### config.mk
export PLATFORM = sky130hd
export DESIGN_NAME = pid_stage
export DESIGN_NICKNAME = d
export VERILOG_FILES = /design/src/rtl/pid_pkg.sv /design/src/rtl/pid_rst_sync.sv /design/src/rtl/pid_req_sel.sv /design/src/rtl/pid_pend.sv /design/src/rtl/pid_toggle.sv /design/src/rtl/pid_stage.sv
export SDC_FILE = /design/constraint.sdc
export NUM_CORES = 1
export LEC_CHECK = 0
export BUFFER_PORTS_ARGS = -buffer_cell sky130_fd_sc_hd__buf_2
export CORE_AREA = 2 2 39 41
export DETAILED_ROUTE_END_ITERATION = 6
export DIE_AREA = 0 0 41 43
export GPL_TIMING_DRIVEN = 0
export SKIP_CTS_REPAIR_TIMING = 1
export SYNTH_ARGS = -nofsm -noshare
export SYNTH_HDL_FRONTEND = slang
export SYNTH_HIERARCHICAL = 1
export SYNTH_SLANG_ARGS = --single-unit
### constraint.sdc
create_clock -name clk -period 0.8 [get_ports clk]
set_input_delay 0.12 -clock clk [delete_from_list [all_inputs] [get_ports clk]]
set_output_delay 0.12 -clock clk [all_outputs]
set_load 0.05 [all_outputs]
### src/rtl/pid_pkg.sv
package pid_pkg;
  typedef struct packed {
    logic add;
    logic drop;
  } corr_t;
endpackage

### src/rtl/pid_rst_sync.sv
module pid_rst_sync #(
  parameter int STAGES = 2
) (
  input  logic clk,
  input  logic rst_n,
  output logic rst_sync_n
);
  logic [STAGES-1:0] chain_q;

  always_ff @(posedge clk or negedge rst_n) begin
    if (!rst_n) chain_q <= '0;
    else        chain_q <= {chain_q[STAGES-2:0], 1'b1};
  end

  assign rst_sync_n = chain_q[STAGES-1];
endmodule

### src/rtl/pid_req_sel.sv
module pid_req_sel
  import pid_pkg::*;
(
  input  logic  jk_mode,
  input  logic  carry_req,
  input  logic  borrow_req,
  input  logic  j_req,
  input  logic  k_req,
  output corr_t req
);
  always_comb begin
    if (jk_mode) begin
      req.add  = j_req;
      req.drop = k_req;
    end else begin
      req.add  = carry_req;
      req.drop = borrow_req;
    end
  end
endmodule

### src/rtl/pid_pend.sv
module pid_pend
  import pid_pkg::*;
(
  input  logic  clk,
  input  logic  rst_n,
  input  corr_t req,
  input  logic  service,
  output corr_t pend
);
  corr_t pend_q, pend_d;

  always_comb begin
    pend_d = pend_q;
    if (service) pend_d = '0;
    pend_d.add  = pend_d.add  | req.add;
    pend_d.drop = pend_d.drop | req.drop;
  end

  always_ff @(posedge clk or negedge rst_n) begin
    if (!rst_n) pend_q <= '0;
    else        pend_q <= pend_d;
  end

  assign pend = pend_q;
endmodule

### src/rtl/pid_toggle.sv
module pid_toggle
  import pid_pkg::*;
#(
  parameter int INS_TOGGLES = 2,
  parameter int DEL_TICKS   = 2
) (
  input  logic  clk,
  input  logic  rst_n,
  input  logic  tick,
  input  corr_t pend,
  output logic  service,
  output logic  ins_busy,
  output logic  del_busy,
  output logic  out
);
  localparam int INS_W = $clog2(INS_TOGGLES + 1);
  localparam int DEL_W = $clog2(DEL_TICKS + 1);

  logic [INS_W-1:0] ins_q, ins_d;
  logic [DEL_W-1:0] del_q, del_d;
  logic             out_q, out_d;
  logic             do_add, do_drop;

  assign ins_busy = (ins_q != '0);
  assign del_busy = (del_q != '0);
  assign service  = tick && !ins_busy && !del_busy;
  assign do_add   = service && pend.add  && !pend.drop;
  assign do_drop  = service && pend.drop && !pend.add;

  always_comb begin
    ins_d = ins_q;
    del_d = del_q;
    out_d = out_q;
    if (tick) begin
      if (del_busy) begin
        del_d = del_q - 1'b1;
      end else if (!do_drop) begin
        out_d = ~out_q;
      end
      if (do_add)  ins_d = INS_W'(INS_TOGGLES);
      if (do_drop) del_d = DEL_W'(DEL_TICKS - 1);
    end else if (ins_busy) begin
      out_d = ~out_q;
      ins_d = ins_q - 1'b1;
    end
  end

  always_ff @(posedge clk or negedge rst_n) begin
    if (!rst_n) begin
      ins_q <= '0;
      del_q <= '0;
      out_q <= 1'b0;
    end else begin
      ins_q <= ins_d;
      del_q <= del_d;
      out_q <= out_d;
    end
  end

  assign out = out_q;
endmodule

### src/rtl/pid_stage.sv
module pid_stage
  import pid_pkg::*;
#(
  parameter int SYNC_STAGES = 2,
  parameter int INS_TOGGLES = 2,
  parameter int DEL_TICKS   = 2
) (
  input  logic clk,
  input  logic rst_n,
  input  logic ref_tick,
  input  logic carry_req,
  input  logic borrow_req,
  input  logic j_req,
  input  logic k_req,
  input  logic jk_mode,
  output logic stage_out
);
  logic  rst_sync_n;
  corr_t sel_req;
  corr_t pend;
  logic  service;
  logic  ins_busy;
  logic  del_busy;

  pid_rst_sync #(.STAGES(SYNC_STAGES)) u_rst (
    .clk(clk), .rst_n(rst_n), .rst_sync_n(rst_sync_n)
  );

  pid_req_sel u_sel (
    .jk_mode(jk_mode), .carry_req(carry_req), .borrow_req(borrow_req),
    .j_req(j_req), .k_req(k_req), .req(sel_req)
  );

  pid_pend u_pend (
    .clk(clk), .rst_n(rst_sync_n), .req(sel_req),
    .service(service), .pend(pend)
  );

  pid_toggle #(.INS_TOGGLES(INS_TOGGLES), .DEL_TICKS(DEL_TICKS)) u_tog (
    .clk(clk), .rst_n(rst_sync_n), .tick(ref_tick), .pend(pend),
    .service(service), .ins_busy(ins_busy), .del_busy(del_busy),
    .out(stage_out)
  );
endmodule

==> impl_metrics.env <==
export IMPL_postSynthAreaPerCell_um2=11.13
export IMPL_cpLargestDelayFamily="flip-flops"
export IMPL_drc_errors=0
export IMPL_insertion_delay_ns=0.26
export IMPL_root_buffer="clkbuf_4"
export IMPL_skew_ns=0.001239
export IMPL_power_total_mw=1.875
export IMPL_dpl_cell_area_um2=501.7
export IMPL_num_io_pins=9
export IMPL_pre_cts_slack_ns=-0.5029
export IMPL_cts_sinks=9
export IMPL_fp_coreArea_um2=1384
export IMPL_drive_above_1_share=0.4528
export IMPL_grt_pass1_vias=258
export IMPL_worstPathRequired_ns=0.95
export IMPL_die_w_um=41
export IMPL_start_util=0.3137
export IMPL_syn_inst=39
export IMPL_outcome="finished with violations"
export IMPL_crit_chain="inv_1 -> ha_4 -> and3_4 -> a31oi_1 -> mux2_4"
export IMPL_cts_made_buffers=3
export IMPL_die_area_um2=1763
export IMPL_clock_path_buffers=2
export IMPL_finalNetCount=64
export IMPL_h_tree_depth=1
export IMPL_drtIter0Drc=2
export IMPL_dp_hpwl_um=498.3
export IMPL_cp_slowest_cell="dfrtp_1"
export IMPL_netlist_area_um2=434.2
export IMPL_use_met1=0.1229
export IMPL_fin_crit_sh=1.598
export IMPL_power_leakage_nw=0.2612
export IMPL_yosys_warnings=6
export IMPL_antenna_cells=0
export IMPL_place_congestion=0.6712
export IMPL_port_buffers=8
export IMPL_timing_rr_end="u_tog/ins_q[0]$_DFFE_PN0P_"
export IMPL_worst_setup_path_start_kind="flop"
export IMPL_finalHoldViolations=0
export IMPL_max_freq_mhz=782.4
export IMPL_wl_per_cell_um=10.29
export IMPL_met3_usage=0.03141
export IMPL_die_y_um=43
export IMPL_irDropWorstVdd_mv=1.043
export IMPL_cts_tree="done"
export IMPL_crit_type="reg2reg"
export IMPL_violations="setup timing"
export IMPL_worstPathArrival_ns=1.42
export IMPL_ant_nets=0
export IMPL_path_clk_slew_ns=0.06
export IMPL_fin_util=0.4132
export IMPL_antenna_found_initial=0
export IMPL_critPathMaxStageDelay_ns=0.37
export IMPL_rows=14
export IMPL_min_period_ns=1.278
export IMPL_grt_max_degree=8
export IMPL_critPathBufInv=1
export IMPL_slew_viol_final=0
export IMPL_power_density_nw_per_um2=3279
export IMPL_top_usage_layer="met1"
export IMPL_track_usage=0.09331
export IMPL_viasPerCell=4.406
export IMPL_vias=304
export IMPL_grt_ovfl_total=0
export IMPL_final_area_um2=571.8
export IMPL_syn2layout_area_growth_pct=31.70
export IMPL_grt_pass1_wl_um=1035
export IMPL_r2r_setup_slack_ns=-0.48
export IMPL_reg2reg_from="u_tog/del_q[1]$_DFFE_PN0P_"
export IMPL_firstDrtPassIters=2
export IMPL_reg2reg_depth=5
export IMPL_finalSetupTns_ns=-2.829
export IMPL_routed_wl_um=710
export IMPL_hp_class="reg2async"
export IMPL_use_met2=0.1156
export IMPL_cap_violations=0
export IMPL_setup_viol=8
export IMPL_crit_path_end_kind="flop"
export IMPL_worst_slack_ns=-0.4781
export IMPL_rsz0062_at_grt="true"
export IMPL_critPathMaxFanout=4
export IMPL_synth_nets=49
worst register-to-register path, cell delays in order, from the launching register on:
cell     delay (ns)
dfrtp_1        0.37
inv_1          0.10
ha_4           0.16
and3_4         0.20
a31oi_1        0.08
mux2_4         0.26
per-layer routing:
layer,wire [um],share of wire
met4,15,0.021
met2,304,0.43
met3,38,0.054
met5,0,0
met1,351,0.49
registers in the layout, indices dropped and copies added (netlist names):
signal	count
u_pend/pend	2
u_rst/chain_q	2
u_tog/del_q	2
u_tog/ins_q	2
u_tog/out	1
stage by stage:
stage	hold slack, ns	cells
detailed placement	-0.09230	63
floorplan	-0.1756	39
finish	0.1221	69
global route	0.1580	69
global placement	-0.09547	63
CTS	-0.3689	67
power breakdown:
| part | switching, mW | internal (mW) | leakage, nW |
|---|---|---|---|
| sequential | 0.100 | 0.603 | 0.0985 |
| clock | 0.158 | 0.192 | 0.0150 |
| combinational | 0.401 | 0.421 | 0.148 |
final cells by class:
class | count | area [um^2]
fill | 139 | 812.0
tap | 16 | 20.02
inverter | 6 | 22.52
multi-input combinational | 24 | 214.0
timing repair buffer | 10 | 63.81
clock buffer | 4 | 26.28
sequential | 9 | 225.2
how the worst max path moves through the flow:
stage | startpoint | end | slack [ns] | depth (start not counted)
floorplan | u_tog/ins_q[0]$_DFFE_PN0P_ | u_tog/ins_q[0]$_DFFE_PN0P_ | -0.43 | 5
global placement | u_tog/ins_q[0]$_DFFE_PN0P_ | u_tog/ins_q[0]$_DFFE_PN0P_ | -0.50 | 5
detailed placement | u_tog/ins_q[0]$_DFFE_PN0P_ | u_tog/ins_q[0]$_DFFE_PN0P_ | -0.50 | 5
CTS | u_tog/ins_q[0]$_DFFE_PN0P_ | u_tog/ins_q[0]$_DFFE_PN0P_ | -0.51 | 5
global route | u_tog/del_q[1]$_DFFE_PN0P_ | u_tog/ins_q[0]$_DFFE_PN0P_ | -0.52 | 5
finish | u_tog/del_q[1]$_DFFE_PN0P_ | u_tog/ins_q[0]$_DFFE_PN0P_ | -0.48 | 5
cells in the final DEF (no fill, tap or decap):
cell	instances
a311oi_1	1
a221oi_1	1
ha_4	2
clkbuf_4	3
nand3b_1	2
nand2_1	1
or2b_1	1
inv_1	2
buf_6	1
xnor2_1	1
a31o_2	1
nor2_1	4
clkbuf_1	1
buf_2	7
dlygate4sd3_1	1
a21o_1	2
a21oi_1	1
mux2_2	2
a31oi_1	1
conb_1	1
dfrtp_1	9
mux2_4	1
and3_4	1
buf_4	1
inv_2	4
nor2b_2	1
(Power assumes the default switching activity.)
